### src/rtl/nand_seq_pkg.sv
package nand_seq_pkg;
   typedef enum logic [2:0] {
      ST_IDLE, ST_DIN, ST_RND, ST_PCNF, ST_ESET, ST_ECNF, ST_STAT, ST_FIN
   } seq_st_t;

   localparam logic [7:0] OP_DATA_IN  = 8'h80;
   localparam logic [7:0] OP_RAND_IN  = 8'h85;
   localparam logic [7:0] OP_PROG     = 8'h10;
   localparam logic [7:0] OP_ERS_SET  = 8'h60;
   localparam logic [7:0] OP_ERS_GO   = 8'hD0;
   localparam logic [7:0] OP_STATUS   = 8'h70;
   localparam logic [7:0] OP_RESET    = 8'hFF;
endpackage

### src/rtl/nand_seq_range.sv
module nand_seq_range #(
   parameter int NUM_W       = 24,
   parameter int PAGE_LIMIT  = 65536,
   parameter int BLOCK_LIMIT = 1024
) (
   input  logic             erase,
   input  logic [NUM_W-1:0] num,
   output logic             ok
);
   localparam logic [NUM_W:0] PG_MAX = (NUM_W+1)'(PAGE_LIMIT);
   localparam logic [NUM_W:0] BK_MAX = (NUM_W+1)'(BLOCK_LIMIT);

   if (NUM_W < 2 || NUM_W > 31) begin : g_bad_w
      $error("nand_seq_range: NUM_W out of range");
   end

   assign ok = erase ? ({1'b0, num} <= BK_MAX) : ({1'b0, num} <= PG_MAX);
endmodule

### src/rtl/nand_seq_desc.sv
module nand_seq_desc
   import nand_seq_pkg::*;
#(
   parameter int COL_W       = 16,
   parameter int ROW_W       = 24,
   parameter int LEN_W       = 12,
   parameter int PAGE_BYTES  = 2048,
   parameter int SPARE_BYTES = 64,
   parameter int PPB_LOG2    = 6
) (
   input  seq_st_t          st,
   input  logic [ROW_W-1:0] num,
   output logic [7:0]       cmd,
   output logic [2:0]       naddr,
   output logic [COL_W-1:0] col,
   output logic [ROW_W-1:0] row,
   output logic             wr,
   output logic             rd,
   output logic             ecc,
   output logic             wt,
   output logic [LEN_W-1:0] len
);
   if (PAGE_BYTES >= (1 << LEN_W) + 1 || PAGE_BYTES >= (1 << COL_W)) begin : g_bad_len
      $error("nand_seq_desc: field too narrow for page size");
   end

   always_comb begin
      cmd = '0; naddr = '0; col = '0; row = '0;
      wr = 1'b0; rd = 1'b0; ecc = 1'b0; wt = 1'b0; len = '0;
      case (st)
         ST_DIN: begin
            cmd = OP_DATA_IN; naddr = 3'd5; row = num;
            wr = 1'b1; ecc = 1'b1; len = LEN_W'(PAGE_BYTES);
         end
         ST_RND: begin
            cmd = OP_RAND_IN; naddr = 3'd2; col = COL_W'(PAGE_BYTES);
            wr = 1'b1; len = LEN_W'(SPARE_BYTES);
         end
         ST_PCNF: begin
            cmd = OP_PROG; wt = 1'b1;
         end
         ST_ESET: begin
            cmd = OP_ERS_SET; naddr = 3'd3; row = num << PPB_LOG2;
         end
         ST_ECNF: begin
            cmd = OP_ERS_GO; wt = 1'b1;
         end
         ST_STAT: begin
            cmd = OP_STATUS; rd = 1'b1; len = LEN_W'(1);
         end
         default: ;
      endcase
   end
endmodule

### src/rtl/nand_seq_spare.sv
module nand_seq_spare #(
   parameter int SP_AW     = 6,
   parameter int ECC_BYTES = 16,
   parameter int ECC_OFS   = 48,
   parameter int ECC_AW    = 4
) (
   input  logic              clk,
   input  logic              rst_n,
   input  logic              ecc_we,
   input  logic [ECC_AW-1:0] ecc_idx,
   input  logic [7:0]        ecc_byte,
   input  logic [SP_AW-1:0]  sp_idx,
   input  logic [7:0]        usr_byte,
   output logic [7:0]        sp_rdata
);
   localparam int WIN_END = ECC_OFS + ECC_BYTES;

   if (ECC_OFS < 1 || WIN_END > (1 << SP_AW) || ECC_BYTES > (1 << ECC_AW)) begin : g_bad_map
      $error("nand_seq_spare: ECC window does not fit the spare area");
   end

   logic [7:0] slot [ECC_BYTES];

   for (genvar k = 0; k < ECC_BYTES; k++) begin : g_slot
      always_ff @(posedge clk or negedge rst_n) begin
         if (!rst_n)                                   slot[k] <= 8'h00;
         else if (ecc_we && ecc_idx == ECC_AW'(k))     slot[k] <= ecc_byte;
      end
   end

   logic [SP_AW:0]  rel;
   logic            in_win;
   assign rel    = {1'b0, sp_idx} - (SP_AW+1)'(ECC_OFS);
   assign in_win = ({1'b0, sp_idx} >= (SP_AW+1)'(ECC_OFS)) &&
                   ({1'b0, sp_idx} <  (SP_AW+1)'(WIN_END));

   always_comb begin
      sp_rdata = usr_byte;
      if (sp_idx == '0) sp_rdata = 8'hFF;
      else begin
         for (int k = 0; k < ECC_BYTES; k++)
            if (in_win && rel == (SP_AW+1)'(k)) sp_rdata = slot[k];
      end
   end
endmodule

### src/rtl/nand_pgm_seq.sv
module nand_pgm_seq
   import nand_seq_pkg::*;
#(
   parameter int PAGE_BYTES    = 2048,
   parameter int SPARE_BYTES   = 64,
   parameter int PAGES_PER_BLK = 64,
   parameter int PAGE_COUNT    = 65536,
   parameter int BLOCK_COUNT   = 1024,
   parameter int ECC_BYTES     = 16,
   parameter int ECC_OFS       = 48,
   parameter int ROW_W         = 24,
   parameter int COL_W         = 16,
   localparam int LEN_W        = $clog2(PAGE_BYTES + 1),
   localparam int SP_AW        = $clog2(SPARE_BYTES),
   localparam int ECC_AW       = $clog2(ECC_BYTES),
   localparam int PPB_LOG2     = $clog2(PAGES_PER_BLK)
) (
   input  logic              clk,
   input  logic              rst_n,
   input  logic              req_valid,
   input  logic              req_erase,
   input  logic [ROW_W-1:0]  req_num,
   output logic              busy,
   output logic              done,
   output logic              pass,
   output logic              wp,
   output logic              eng_start,
   output logic [7:0]        eng_cmd,
   output logic [2:0]        eng_naddr,
   output logic [COL_W-1:0]  eng_col,
   output logic [ROW_W-1:0]  eng_row,
   output logic              eng_wr,
   output logic              eng_rd,
   output logic              eng_ecc,
   output logic              eng_wait,
   output logic [LEN_W-1:0]  eng_len,
   input  logic              eng_done,
   input  logic              eng_err,
   input  logic              eng_stat0,
   input  logic              ecc_we,
   input  logic [ECC_AW-1:0] ecc_idx,
   input  logic [7:0]        ecc_byte,
   input  logic [SP_AW-1:0]  sp_idx,
   input  logic [7:0]        usr_byte,
   output logic [7:0]        sp_rdata
);
   if ((1 << PPB_LOG2) != PAGES_PER_BLK) begin : g_bad_ppb
      $error("nand_pgm_seq: PAGES_PER_BLK must be a power of two");
   end

   seq_st_t          st;
   logic             ph;
   logic             pass_q;
   logic [ROW_W-1:0] num_q;
   logic             num_ok;

   nand_seq_range #(.NUM_W(ROW_W), .PAGE_LIMIT(PAGE_COUNT), .BLOCK_LIMIT(BLOCK_COUNT))
      u_range (.erase(req_erase), .num(req_num), .ok(num_ok));

   nand_seq_desc #(.COL_W(COL_W), .ROW_W(ROW_W), .LEN_W(LEN_W), .PAGE_BYTES(PAGE_BYTES),
                   .SPARE_BYTES(SPARE_BYTES), .PPB_LOG2(PPB_LOG2))
      u_desc (.st(st), .num(num_q), .cmd(eng_cmd), .naddr(eng_naddr), .col(eng_col),
              .row(eng_row), .wr(eng_wr), .rd(eng_rd), .ecc(eng_ecc), .wt(eng_wait),
              .len(eng_len));

   nand_seq_spare #(.SP_AW(SP_AW), .ECC_BYTES(ECC_BYTES), .ECC_OFS(ECC_OFS), .ECC_AW(ECC_AW))
      u_spare (.clk(clk), .rst_n(rst_n), .ecc_we(ecc_we), .ecc_idx(ecc_idx),
               .ecc_byte(ecc_byte), .sp_idx(sp_idx), .usr_byte(usr_byte), .sp_rdata(sp_rdata));

   always_ff @(posedge clk or negedge rst_n) begin
      if (!rst_n) begin
         st <= ST_IDLE; ph <= 1'b0; wp <= 1'b1; pass_q <= 1'b0; num_q <= '0;
      end else begin
         case (st)
            ST_IDLE: if (req_valid) begin
               num_q  <= req_num;
               ph     <= 1'b0;
               pass_q <= 1'b0;
               if (num_ok) begin
                  wp <= 1'b0;
                  st <= req_erase ? ST_ESET : ST_DIN;
               end else begin
                  st <= ST_FIN;
               end
            end
            ST_FIN: st <= ST_IDLE;
            default: begin
               if (!ph) ph <= 1'b1;
               else if (eng_done) begin
                  ph <= 1'b0;
                  if (eng_err) begin
                     st <= ST_FIN; wp <= 1'b1; pass_q <= 1'b0;
                  end else begin
                     case (st)
                        ST_DIN:  st <= ST_RND;
                        ST_RND:  st <= ST_PCNF;
                        ST_PCNF: begin st <= ST_STAT; wp <= 1'b1; end
                        ST_ESET: st <= ST_ECNF;
                        ST_ECNF: begin st <= ST_STAT; wp <= 1'b1; end
                        default: begin st <= ST_FIN; pass_q <= ~eng_stat0; end
                     endcase
                  end
               end
            end
         endcase
      end
   end

   assign eng_start = (st != ST_IDLE) && (st != ST_FIN) && !ph;
   assign busy      = (st != ST_IDLE) && (st != ST_FIN);
   assign done      = (st == ST_FIN);
   assign pass      = done && pass_q;
endmodule

### config.mk
export PLATFORM = sky130hd
export DESIGN_NAME = nand_pgm_seq
export DESIGN_NICKNAME = d
export VERILOG_FILES = /design/src/rtl/nand_seq_pkg.sv /design/src/rtl/nand_seq_range.sv /design/src/rtl/nand_seq_desc.sv /design/src/rtl/nand_seq_spare.sv /design/src/rtl/nand_pgm_seq.sv
export SDC_FILE = /design/constraint.sdc
export NUM_CORES = 1
export LEC_CHECK = 0
export BUFFER_PORTS_ARGS = -buffer_cell sky130_fd_sc_hd__buf_2
export CAP_MARGIN = 20
export CORE_UTILIZATION = 59
export DETAILED_ROUTE_END_ITERATION = 12
export GPL_ROUTABILITY_DRIVEN = 0
export PLACE_DENSITY = 0.8
export RECOVER_POWER = 100
export SKIP_LAST_GASP = 1
export SYNTH_ARGS = -nofsm -noshare
export SYNTH_HDL_FRONTEND = slang
export SYNTH_SLANG_ARGS = --single-unit
### constraint.sdc
create_clock -name clk -period 5.63 [get_ports clk]
set_input_delay 1.126 -clock clk [delete_from_list [all_inputs] [get_ports clk]]
set_output_delay 1.126 -clock clk [all_outputs]
set_load 0.02 [all_outputs]
==> summary.txt <==
Power
  – Total power draw: 4.02 mW
  – Reg power frac: 42.5%
  – Sw Share: 33.5%
  – Peak supply drop: 351 uV
  – Part of the power in combinational logic: 28.7%
  – Lkg Pwr: 4.11 nW
  – Switching power summed over all nets: 1.35 mW
  – Power per unit of standard cell area: 431 nW/um2
  – Internal power contribution: 2.68 mW
  – Power share of the clock group: 28.8%

Synthesis
  – Async set-reset flop share out of synthesis: 100%
  – Post-synth top area cell: sky130_fd_sc_hd__dfrtp_1
  – Fraction of post-synthesis cell area in the top cell type by area: 47.3%
  – Largest cells by area after synthesis: sky130_fd_sc_hd__dfrtp_1 (47%), sky130_fd_sc_hd__mux2_2 (21%), sky130_fd_sc_hd__mux2i_1 (3.6%), sky130_fd_sc_hd__buf_4 (2.6%), sky130_fd_sc_hd__a22o_1 (2.5%)
  – Ys flop type: sky130_fd_sc_hd__dfrtp_1
  – Synthesized instance count: 716
  – Cell area after synthesis: 8310 um2
  – Number of enable-type register cells in the synthesized netlist: 0
  – Sequential area share after synthesis: 47.6%
  – Synth Register Bits: 158
  – Avg Inst Size Synth: 11.6 um2
  – Warnings, synthesis: 0
  – Number of distinct library cells after synthesis: 63

Status
  – Result of the run: complete, but fails checks
  – Failing checks: max-capacitance violations, max-slew violations

Global routing
  – Vias in the first global route: 6279
  – Total global routing track utilization: 29.2%
  – Pin count of the biggest net entering global routing: 115
  – Wire length of the first global-routing pass: 32.2 mm
  – Global-route congestion overflow total: 0
  – Antenna violations before repair: 0

Route
  – Routed vias: 6273
  – Number of nets still failing antenna checks after routing: 0
  – Wirelength per Cell: 20.3 um
  – Total detailed-routing wirelength: 20.1 mm
  – Iter 0 DRT Violations: 666
  – Ratio of routed vias to standard cells: 6.33
  – Drt drc: 0
  – Pre-Repair DR Iteration Count: 6

Clock network
  – Maximum root-to-sink buffer count: 2
  – Post-cts repair resize count: 0
  – H-tree levels: 4
  – Number of buffers added by the clock tree synthesis step: 17
  – Hold-fix buffer count after cts: 0
  – Setup fix buffers added after clock tree synthesis: 0
  – Clock tree from TritonCTS: built
  – Clock-pin slew reported for the worst setup and hold paths after clock tree synthesis: 60 ps
  – Buffer type at the clock tree root: sky130_fd_sc_hd__clkbuf_16
  – Skew-Pair Late Insertion Delay: 420 ps
  – Clock net sink count: 158

STA
  – Number of endpoints with negative hold slack in the final report: 0
  – Final period utilization: 89.5%
  – Highest Clock Rate: 199 MHz
  – Final critical-path required period: 5040 ps
  – Hold Worst Slack: 502 ps
  – Clock skew after layout: 6.07 ps
  – Unrepaired setup endpoints after global routing: no
  – Number of pins with negative max-slew slack in the final report: 145
  – Setup tns final: 0 ps
  – Actual transition at the worst max-transition pin: 2370 ps
  – Slew HR: -58.0%
  – Final count of negative-setup-slack endpoints: 0

Die
  – Die W: 121 um
  – Area of the placeable core: 13800 um2
  – Ports: 138
  – Vertical extent of the die: 121 um
  – Initial Util: 60.1%
  – # rows: 43
  – Die Footprint: 14600 um2

Min path
  – Endpoint with the worst hold slack: u_spare.slot[86]
  – Class of the tightest hold or removal check: reg -> reg
  – Hold Crit Start: u_spare.slot[86]
  – Worst hold stages: 1

Critical path
  – Critical path startpoint category: input pin
  – Endpoint of the worst-slack reg-to-reg timing path: pass_q
  – Critical Path Sink Type: primary output
  – Origin of the critical flop-to-flop path: st[0]
  – Path type of the worst setup path: in -> out
  – Data arrival time at the worst-slack endpoint: 3910 ps
  – Endpoint required time on the critical path: 4500 ps
  – CP Max Fanout: 40
  – Length in cells of the worst reg-to-reg path: 5
  – Reg-to-reg setup timing slack: 2810 ps

Finish
  – Synth-to-layout area growth: 12.5%
  – Fill cells: 1063
  – Antenna diode instance count: 0
  – Number of nets in the finished design: 857
  – Share of post-route cells with drive strength above 1: 33.2%

Run
  – Max Cap Viol: 2

Placed design
  – PortBufs: 111
  – Final HPWL DP: 14.0 mm
==> placed cells by master, fill, tap and decap left out, drive strengths merged, types with 4 or more instances in the layout <==
cell type | netlist | layout
a2111oi | 4 | 4
dfrtp | 157 | 157
and2 | 8 | 8
and3 | 7 | 7
nor2 | 37 | 37
mux2 | 155 | 155
o211ai | 4 | 4
o22ai | 4 | 4
o21ai | 38 | 38
or4 | 4 | 4
o221ai | 5 | 5
or3 | 5 | 5
clkinv | 0 | 7
mux2i | 30 | 30
a22o | 24 | 24
nor3 | 10 | 10
nand2b | 4 | 4
or2 | 5 | 5
a21oi | 30 | 30
buf | 42 | 64
mux4 | 8 | 8
conb | 1 | 26
clkbuf | 37 | 72
inv | 6 | 8
nand2 | 26 | 26
nor2b | 10 | 10
nand3 | 6 | 6
==> flip-flops by register name, indices dropped and copies added (netlist names) <==
name / flops
num_q: 24
pass_q: 1
ph: 1
st: 3
wp: 1
u_spare.slot: 128
==> metrics by stage <==
step / setup WS [ps] / std cells / util [%] / instance area (um2)
3_3_place_gp: 1210 / 958 / 63.8 / 8820
6_report: 594 / 991 / 67.6 / 9350
3_5_place_dp: 1040 / 959 / 63.9 / 8830
4_1_cts: 1070 / 990 / 68.2 / 9430
2_1_floorplan: 1580 / 741 / - / 8400
5_1_grt: 489 / 991 / 67.6 / 9350
==> worst max path at each step <==
stage                          from     endpoint  slack, ps  cells after the start
after global placement    sp_idx[0]  sp_rdata[7]       1210                      8
after global routing      sp_idx[1]  sp_rdata[4]        490                      8
after floorplan           sp_idx[1]  sp_rdata[7]       1580                      7
after detailed placement  sp_idx[1]  sp_rdata[3]       1040                      8
final                     sp_idx[1]  sp_rdata[3]        590                      8
after CTS                 sp_idx[1]  sp_rdata[3]       1070                      8
==> layout make-up <==
type	instances	area [um2]	area share, %
clock inverters	13	165	1.77
well taps	180	225	2.41
inverters	6	22.5	0.241
repair buffers	118	534	5.72
clock buffers	18	429	4.59
multi-input cells	498	4020	43.0
flip-flops and latches	158	3960	42.3
==> power by group through the flow <==
stage	Clock [mW]	Sequential, mW	Combinational (mW)
3_3_place_gp	0	1.70	1.14
6_report	1.16	1.71	1.15
3_5_place_dp	0	1.72	1.19
2_1_floorplan	0	1.61	0.940
4_1_cts	1.17	1.70	1.20
5_1_grt	1.22	1.75	1.25
==> layer usage <==
layer	global-route usage [%]	up-vias	routed length [um]
met1	39.2	3213	8550
met5	0	-	0
li1	-	2755	-
met3	5.85	38	1170
met2	46.9	267	9990
met4	11.6	0	417
==> cell usage after synthesis (6+ instances only) <==
master	n
sky130_fd_sc_hd__dfrtp_1	157
sky130_fd_sc_hd__mux2_2	155
sky130_fd_sc_hd__o21ai_0	38
sky130_fd_sc_hd__clkbuf_1	37
sky130_fd_sc_hd__nor2_1	37
sky130_fd_sc_hd__a21oi_1	30
sky130_fd_sc_hd__mux2i_1	30
sky130_fd_sc_hd__buf_4	29
sky130_fd_sc_hd__nand2_1	26
sky130_fd_sc_hd__a22o_1	24
sky130_fd_sc_hd__nor2b_1	10
sky130_fd_sc_hd__nor3_1	10
sky130_fd_sc_hd__buf_1	8
sky130_fd_sc_hd__mux4_2	8
sky130_fd_sc_hd__and2_1	7
sky130_fd_sc_hd__and3_1	7
sky130_fd_sc_hd__inv_1	6
sky130_fd_sc_hd__nand3_1	6
==> worst max-delay path, cell delays in order <==
cell                        delay [ps]
sky130_fd_sc_hd__clkbuf_2          550
sky130_fd_sc_hd__clkbuf_2          830
sky130_fd_sc_hd__nor2b_1           120
sky130_fd_sc_hd__a2111oi_0         580
sky130_fd_sc_hd__o22ai_1           160
sky130_fd_sc_hd__a31oi_1           230
sky130_fd_sc_hd__o21ai_0           110
sky130_fd_sc_hd__clkbuf_1          180
==> kinds of logic (layout without fill, tap and decap cells) <==
family / count (synthesis) / in the layout / share of synthesized area, %
flops: 158 / 158 / 47.6
xor+xnor: 2 / 2 / 0.211
other cells: 1 / 26 / 0.0451
fa+ha+maj: 1 / 1 / 0.120
simple gates: 138 / 138 / 8.88
mux: 193 / 193 / 26.8
buf+inv: 85 / 155 / 5.22
compound gates: 138 / 138 / 11.1
Note: power is estimated with default switching activity, not from simulation.
